### src/rtl/pmt_pkg.sv
package pmt_pkg;
  typedef struct packed {
    logic mode;    // 1: capture on change
    logic enable;
  } ctrl_t;

  localparam int CTRL_OFS  = 'hA00;
  localparam int TSEN_OFS  = 'hA04;
  localparam int BANK_BASE = 'hA08;
  localparam int NBANK     = 4;
  localparam int BK_TSP    = 0;
  localparam int BK_TSM    = 1;
  localparam int BK_TGP    = 2;
  localparam int BK_TGM    = 3;
endpackage

### src/rtl/pmt_regs.sv
module pmt_regs
  import pmt_pkg::*;
#(
  parameter int DATA_W = 64,
  parameter int REG_W  = 32,
  parameter int ADDR_W = 12
) (
  input  logic              clk,
  input  logic              rst,
  input  logic              reg_wr,
  input  logic              reg_rd,
  input  logic [ADDR_W-1:0] reg_addr,
  input  logic [REG_W-1:0]  reg_wdata,
  output logic [REG_W-1:0]  reg_rdata,
  output ctrl_t             ctrl,
  output logic              ts_en,
  output logic [DATA_W-1:0] ts_pat,
  output logic [DATA_W-1:0] ts_mask,
  output logic [DATA_W-1:0] tg_pat,
  output logic [DATA_W-1:0] tg_mask
);
  localparam int NW   = DATA_W / REG_W;
  localparam int STEP = REG_W / 8;

  function automatic logic [ADDR_W-1:0] word_addr(int bank, int w);
    return ADDR_W'(BANK_BASE + (bank * NW + w) * STEP);
  endfunction

  logic [REG_W-1:0] bank_q [NBANK][NW];
  logic [REG_W-1:0] rd_mux;
  logic             rd_hit;

  always_ff @(posedge clk) begin
    if (rst) begin
      ctrl  <= '0;
      ts_en <= 1'b0;
      for (int b = 0; b < NBANK; b++)
        for (int w = 0; w < NW; w++)
          bank_q[b][w] <= '0;
    end else if (reg_wr) begin
      if (reg_addr == ADDR_W'(CTRL_OFS))
        ctrl <= '{mode: reg_wdata[1], enable: reg_wdata[0]};
      if (reg_addr == ADDR_W'(TSEN_OFS))
        ts_en <= reg_wdata[0];
      for (int b = 0; b < NBANK; b++)
        for (int w = 0; w < NW; w++)
          if (reg_addr == word_addr(b, w))
            bank_q[b][w] <= reg_wdata;
    end
  end

  for (genvar w = 0; w < NW; w++) begin : g_word
    assign ts_pat [w*REG_W +: REG_W] = bank_q[BK_TSP][w];
    assign ts_mask[w*REG_W +: REG_W] = bank_q[BK_TSM][w];
    assign tg_pat [w*REG_W +: REG_W] = bank_q[BK_TGP][w];
    assign tg_mask[w*REG_W +: REG_W] = bank_q[BK_TGM][w];
  end

  always_comb begin
    rd_mux = '0;
    rd_hit = 1'b0;
    if (reg_addr == ADDR_W'(CTRL_OFS)) begin
      rd_mux = REG_W'(ctrl);
      rd_hit = 1'b1;
    end
    if (reg_addr == ADDR_W'(TSEN_OFS)) begin
      rd_mux = REG_W'(ts_en);
      rd_hit = 1'b1;
    end
    for (int b = 0; b < NBANK; b++)
      for (int w = 0; w < NW; w++)
        if (reg_addr == word_addr(b, w)) begin
          rd_mux = bank_q[b][w];
          rd_hit = 1'b1;
        end
  end

  always_ff @(posedge clk) begin
    if (rst)         reg_rdata <= '0;
    else if (reg_rd) reg_rdata <= rd_mux;
  end

  AST_UNMAPPED_ZERO: assert property (@(posedge clk) disable iff (rst)
    reg_rd && !rd_hit |=> reg_rdata == '0);
  AST_CTRL_UPPER_ZERO: assert property (@(posedge clk) disable iff (rst)
    reg_rd && reg_addr == ADDR_W'(CTRL_OFS) |=> reg_rdata[REG_W-1:2] == '0);
endmodule

### src/rtl/pmt_match.sv
module pmt_match #(
  parameter int DATA_W = 64,
  parameter int REG_W  = 32
) (
  input  logic [DATA_W-1:0] data,
  input  logic [DATA_W-1:0] pat,
  input  logic [DATA_W-1:0] mask,
  output logic              hit
);
  localparam int NW = DATA_W / REG_W;

  logic [NW-1:0] word_hit;

  for (genvar w = 0; w < NW; w++) begin : g_cmp
    assign word_hit[w] =
      ((data[w*REG_W +: REG_W] ^ pat[w*REG_W +: REG_W]) & mask[w*REG_W +: REG_W]) == '0;
  end

  assign hit = &word_hit;
endmodule

### src/rtl/pmt_collect.sv
module pmt_collect #(
  parameter int DATA_W = 64
) (
  input  logic              clk,
  input  logic              rst,
  input  logic              enable,
  input  logic              mode,
  input  logic              in_valid,
  input  logic [DATA_W-1:0] in_data,
  output logic              cap_valid,
  output logic [DATA_W-1:0] cap_data
);
  logic              have_prev;
  logic [DATA_W-1:0] prev;

  always_ff @(posedge clk) begin
    if (rst) begin
      cap_valid <= 1'b0;
      cap_data  <= '0;
      have_prev <= 1'b0;
      prev      <= '0;
    end else begin
      cap_valid <= 1'b0;
      if (!enable) begin
        have_prev <= 1'b0;
      end else if (in_valid) begin
        have_prev <= 1'b1;
        prev      <= in_data;
        if (!mode || !have_prev || in_data != prev) begin
          cap_valid <= 1'b1;
          cap_data  <= in_data;
        end
      end
    end
  end

  AST_CONT_CAPTURES_ALL: assert property (@(posedge clk) disable iff (rst)
    enable && !mode && in_valid |=> cap_valid && cap_data == $past(in_data));
  AST_REPEAT_DROPPED: assert property (@(posedge clk) disable iff (rst)
    enable && mode && in_valid && have_prev && in_data == prev |=> !cap_valid);
endmodule

### src/rtl/pmt_unit.sv
module pmt_unit
  import pmt_pkg::*;
#(
  parameter int DATA_W = 64,
  parameter int REG_W  = 32,
  parameter int ADDR_W = 12
) (
  input  logic              clk,
  input  logic              rst,
  input  logic              reg_wr,
  input  logic              reg_rd,
  input  logic [ADDR_W-1:0] reg_addr,
  input  logic [REG_W-1:0]  reg_wdata,
  output logic [REG_W-1:0]  reg_rdata,
  input  logic              in_valid,
  input  logic [DATA_W-1:0] in_data,
  output logic              cap_valid,
  output logic [DATA_W-1:0] cap_data,
  output logic              trig_pulse,
  output logic              ts_req
);
  ctrl_t             ctrl;
  logic              ts_en;
  logic [DATA_W-1:0] ts_pat, ts_mask, tg_pat, tg_mask;
  logic              ts_hit, tg_hit;

  pmt_regs #(.DATA_W(DATA_W), .REG_W(REG_W), .ADDR_W(ADDR_W)) u_regs (
    .clk(clk), .rst(rst), .reg_wr(reg_wr), .reg_rd(reg_rd),
    .reg_addr(reg_addr), .reg_wdata(reg_wdata), .reg_rdata(reg_rdata),
    .ctrl(ctrl), .ts_en(ts_en), .ts_pat(ts_pat), .ts_mask(ts_mask),
    .tg_pat(tg_pat), .tg_mask(tg_mask)
  );

  pmt_match #(.DATA_W(DATA_W), .REG_W(REG_W)) u_ts_match (
    .data(in_data), .pat(ts_pat), .mask(ts_mask), .hit(ts_hit)
  );

  pmt_match #(.DATA_W(DATA_W), .REG_W(REG_W)) u_tg_match (
    .data(in_data), .pat(tg_pat), .mask(tg_mask), .hit(tg_hit)
  );

  pmt_collect #(.DATA_W(DATA_W)) u_collect (
    .clk(clk), .rst(rst), .enable(ctrl.enable), .mode(ctrl.mode),
    .in_valid(in_valid), .in_data(in_data),
    .cap_valid(cap_valid), .cap_data(cap_data)
  );

  always_ff @(posedge clk) begin
    if (rst) begin
      trig_pulse <= 1'b0;
      ts_req     <= 1'b0;
    end else begin
      trig_pulse <= in_valid && ctrl.enable && tg_hit;
      ts_req     <= in_valid && ctrl.enable && ts_en && ts_hit;
    end
  end

  AST_TRIG_ON_HIT: assert property (@(posedge clk) disable iff (rst)
    in_valid && ctrl.enable && tg_hit |=> trig_pulse);
  AST_TS_GATED: assert property (@(posedge clk) disable iff (rst)
    !ts_en |=> !ts_req);
  AST_DISABLED_SILENT: assert property (@(posedge clk) disable iff (rst)
    !ctrl.enable |=> !(cap_valid || trig_pulse || ts_req));
  AST_TRIG_ANY_MODE: assert property (@(posedge clk) disable iff (rst)
    in_valid && ctrl.enable && ctrl.mode && tg_hit |=> trig_pulse);
  AST_IDLE_QUIET: assert property (@(posedge clk) disable iff (rst)
    !in_valid |=> !(cap_valid || trig_pulse || ts_req));
endmodule

### config.mk
export PLATFORM = sky130hd
export DESIGN_NAME = pmt_unit
export DESIGN_NICKNAME = d
export VERILOG_FILES = /design/src/rtl/pmt_pkg.sv /design/src/rtl/pmt_regs.sv /design/src/rtl/pmt_match.sv /design/src/rtl/pmt_collect.sv /design/src/rtl/pmt_unit.sv
export SDC_FILE = /design/constraint.sdc
export NUM_CORES = 1
export LEC_CHECK = 0
export BUFFER_PORTS_ARGS = -buffer_cell sky130_fd_sc_hd__buf_2
export CAP_MARGIN = 40
export CORE_AREA = 2 2 234 236
export DETAILED_ROUTE_END_ITERATION = 10
export DIE_AREA = 0 0 236 238
export PLACE_DENSITY = 0.56
export SLEW_MARGIN = 20
export SYNTH_ARGS = -nofsm -noshare
export SYNTH_HDL_FRONTEND = slang
export SYNTH_SLANG_ARGS = --single-unit
### constraint.sdc
create_clock -name clk -period 4.9 [get_ports clk]
set_input_delay 0.98 -clock clk [delete_from_list [all_inputs] [get_ports clk]]
set_output_delay 0.98 -clock clk [all_outputs]
set_load 0.02 [all_outputs]
==> results by group <==
Status
  – Status: completed

Routing
  – DR iter-0 viols: between 2000 and 2500
  – Via-per-instance ratio: ~6.2
  – Vias after detailed routing: 18100
  – Drt wl/cell: 29.3 um
  – Final WL: 85900 um
  – Post-route ant nets: 0
  – DRC: 0
  – DRT Pass-1 Iters: 6

Floorplan
  – # IOs: roughly 210
  – Die height: ~240 um
  – Die Wd: about 240 um
  – DIE AREA: 56200 um^2
  – FP Rows: 85
  – Initial cell density of the core: 0.398
  – Core footprint: roughly 53000 um^2

Critical path
  – CP Cell Sequence: buf_2, or4b_1, nor2_2, buf_4, a31o_2, buf_4
  – CP max-delay cell: or4b_1
  – CP Capture Type: flip-flop
  – Crit Path Max Fanout: 21
  – Top delay family on crit path: simple AND/OR/NAND/NOR gates
  – Critical Path Start Type: primary input
  – CP most frequent cell: buf_4
  – Slowest stage delay, CP: around 0.64 ns
  – WS Path Type: primary input to flip-flop
  – Arr. time, crit path: around 3.5 ns
  – Critical path buffers and inverters: 3
  – Start of the worst register-to-register path: u_regs.bank_q[2][5]
  – Worst R2R End: trig_pulse
  – R2R Setup Slk: roughly 2.1 ns
  – Worst Reg-to-Reg Cells: 6
  – CP required: ~5.2 ns

Worst hold path
  – Type of the most critical hold path: flip-flop to flip-flop
  – Hold Startpoint: u_collect.prev[54]
  – WHS Endpoint: u_collect.prev[54]
  – Worst hold path depth: 2

Clocking
  – Max clock buf depth: 3
  – Inserted Clock Buffers: 48
  – CTS tree: done
  – Post-CTS sizing: 0
  – Hold_buf cts: 0
  – Post-CTS setup buffer count: 0
  – Clock Latency Late Sink: around 0.6 ns
  – TritonCTS Sinks: 423
  – Clk pin slew, worst setup/hold paths: roughly 0.060 ns
  – CTS root buffer: clkbuf_16
  – H-tree levels: 2

Logic synthesis
  – FFs w/ async S/R, synth: 0
  – Post-synth top flop: edfxtp_1
  – Top cell type by total area after synthesis: edfxtp_1
  – Synth area leaders: edfxtp_1, dfxtp_1, xor2_1
  – Avg Cell Area, Syn: slightly above 10 um^2
  – Sequential area share after synthesis: 0.518
  – Mapped Cells: approximately 2100
  – #FFs+latches synth: 423
  – Ys Warns: 0
  – Top cell type's share of synthesized area: 0.361
  – Syn Nets: around 2200
  – Synth Cell Area: roughly 21000 um^2
  – EDFF count, synth: between 200 and 300
  – Netlist cell types: 67

Power
  – Combinational Power Share: 0.079
  – Sw frac: 0.254
  – Leakage: just over 9 nW
  – Seq pwr share: 0.471
  – Internal power: between 6 and 7 mW
  – Pwr/cell area: 347 nW/um^2
  – Clock power share: 0.451
  – NetSw: 2.17 mW
  – VDD IR max: ~0.00024 V

Timing
  – RSZ-0062 raised after global routing: false
  – Fin. Hold Viols: 0
  – Setup-failing EPs final: 0
  – Final worst setup slack: about 1.7 ns
  – Max Clock Freq: 313 MHz
  – Clock Skews: roughly 0.028 ns
  – Final Cycle Share: 0.653
  – Final Max Slew Viols: 0
  – Post-Route Setup TNS: 0 ns
  – Min cycle time layout: roughly 3.2 ns
  – Slew headroom: 0.395
  – Worst slew pin tran: just over 0.9 ns

Job
  – Max Cap Violations: 0

Placement
  – PortBufs: roughly 210
  – GPL Wtd Cong: 0.994
  – DP HPWL: between 50000 and 60000 um
  – Dpl ws: between 1 and 1.5 ns

GRT
  – GR Overflow Total: 0
  – Largest net degree at the start of global routing: 157
  – Total Routing Usage GR: 0.298
  – Initial antenna violation count: 3
  – Vias in the first global route: about 17000
  – First-pass GRT wire length: 122000 um

Finish
  – Layout Area Growth over Synthesis: 15.7%
  – Share of post-route cells with drive strength above 1: 0.166
  – Final net count: approximately 2300
==> flip-flops by register name (all words and copies together), names as in the netlist <==
name and cells:
u_collect.have_prev 1, u_collect.cap_valid 1, trig_pulse 1, u_collect.cap_data 64, u_regs.bank_q 256, u_regs.ts_en 1, ts_req 1, u_regs.ctrl 2
u_collect.prev 64, u_regs.reg_rdata 32
==> cells in the mapped netlist (all sizes together) (12+ instances only) <==
master and n:
a22o 22, edfxtp 256, a22oi 47, and2 162
nand4 13, mux2i 27, o22a 22, a311o 64
a221oi 45, inv 19, nor2b 87, nand2 232
a21oi 148, nand3b 60, nor4 12, nor2 81
clkbuf 147, xor2 159, dfxtp 167, a311oi 22
nand2b 17, o21ai 89, a2bb2oi 23, buf 46
==> kinds of logic after synthesis <==
kind of cell              count (synthesis)  synth area share
AOI/OAI and AO/OA                       532             0.177
buffers and inverters                   212            0.0414
xor gates and xnor gates                166            0.0683
and+or+nand+nor                         706             0.177
DFF                                     423             0.518
muxes                                    35            0.0175
==> layout make-up <==
type	instances	area, um^2
Antenna cell	3	7.51
Clock buffer	62	1360
Clock inverter	28	309
Fill cell	4971	28900
Inverter	19	71.3
Multi-Input combinational cell	1439	9450
Sequential cell	423	11000
Tap cell	696	871
Timing Repair Buffer	258	1520
==> per-layer routing <==
metal  GRT usage  wire length (um)  up-vias
met5           0                 0        -
met4       0.158              4970        0
met3      0.0662              8820      244
met2       0.467             38700     1139
met1       0.386             33400     8958
li1            -                 -     7779
==> layout by cell type (no fill, tap or decap), types with 10 or more instances in the layout <==
master       n
a2bb2oi_1   23
and2_1     161
inv_1       19
o22a_1      22
mux2i_1     27
a21oi_1    148
nand4_1     13
clkbuf_16   51
a22o_1      22
a22oi_1     47
clkinv_2    10
buf_4       39
buf_2      210
a311o_1     64
xor2_1     159
a221oi_1    45
nand2b_1    17
nor2_1      75
a311oi_1    22
o21ai_1     11
nand3b_1    60
o21ai_0     78
edfxtp_1   256
nand2_1    231
nor2b_1     87
dfxtp_1    167
==> metrics by stage <==
step	hold slack [ns]	utilization	std cells	area, um^2	power, mW
after global routing	0.471	0.460	2927	24600	8.73
after detailed placement	0.447	0.429	2835	22900	4.74
after global placement	0.441	0.428	2834	22900	4.74
final	0.459	0.460	2928	24600	8.54
after floorplan	0.436	-	2074	21300	4.35
after CTS	0.455	0.460	2925	24600	8.54
==> worst register-to-register path, delay by kind of cell, from the launching register on <==
family / cells / cell delay, ns
simple gates: 3 / 1.13
compound gates: 2 / 0.89
flops: 1 / 0.40
xor+xnor: 1 / 0.19
==> worst max path at each step <==
stage                            from              endpoint  cells past startpoint
final                     reg_addr[7]  u_regs.bank_q[3][57]                      6
after detailed placement  reg_addr[7]  u_regs.bank_q[3][44]                      6
after floorplan           reg_addr[7]   u_regs.bank_q[0][0]                      4
after CTS                 reg_addr[7]  u_regs.bank_q[3][57]                      6
after global routing      reg_addr[7]  u_regs.bank_q[3][52]                      6
after global placement    reg_addr[4]  u_regs.reg_rdata[30]                      8
==> power by group through the flow <==
stage	sequential (mW)	clock [mW]	combinational, mW
after global routing	4.02	4.02	0.691
after detailed placement	4.09	0	0.650
final	4.02	3.85	0.673
after floorplan	4.03	0	0.317
after global placement	4.09	0	0.649
after CTS	4.01	3.88	0.653
(Power assumes the default switching activity.)
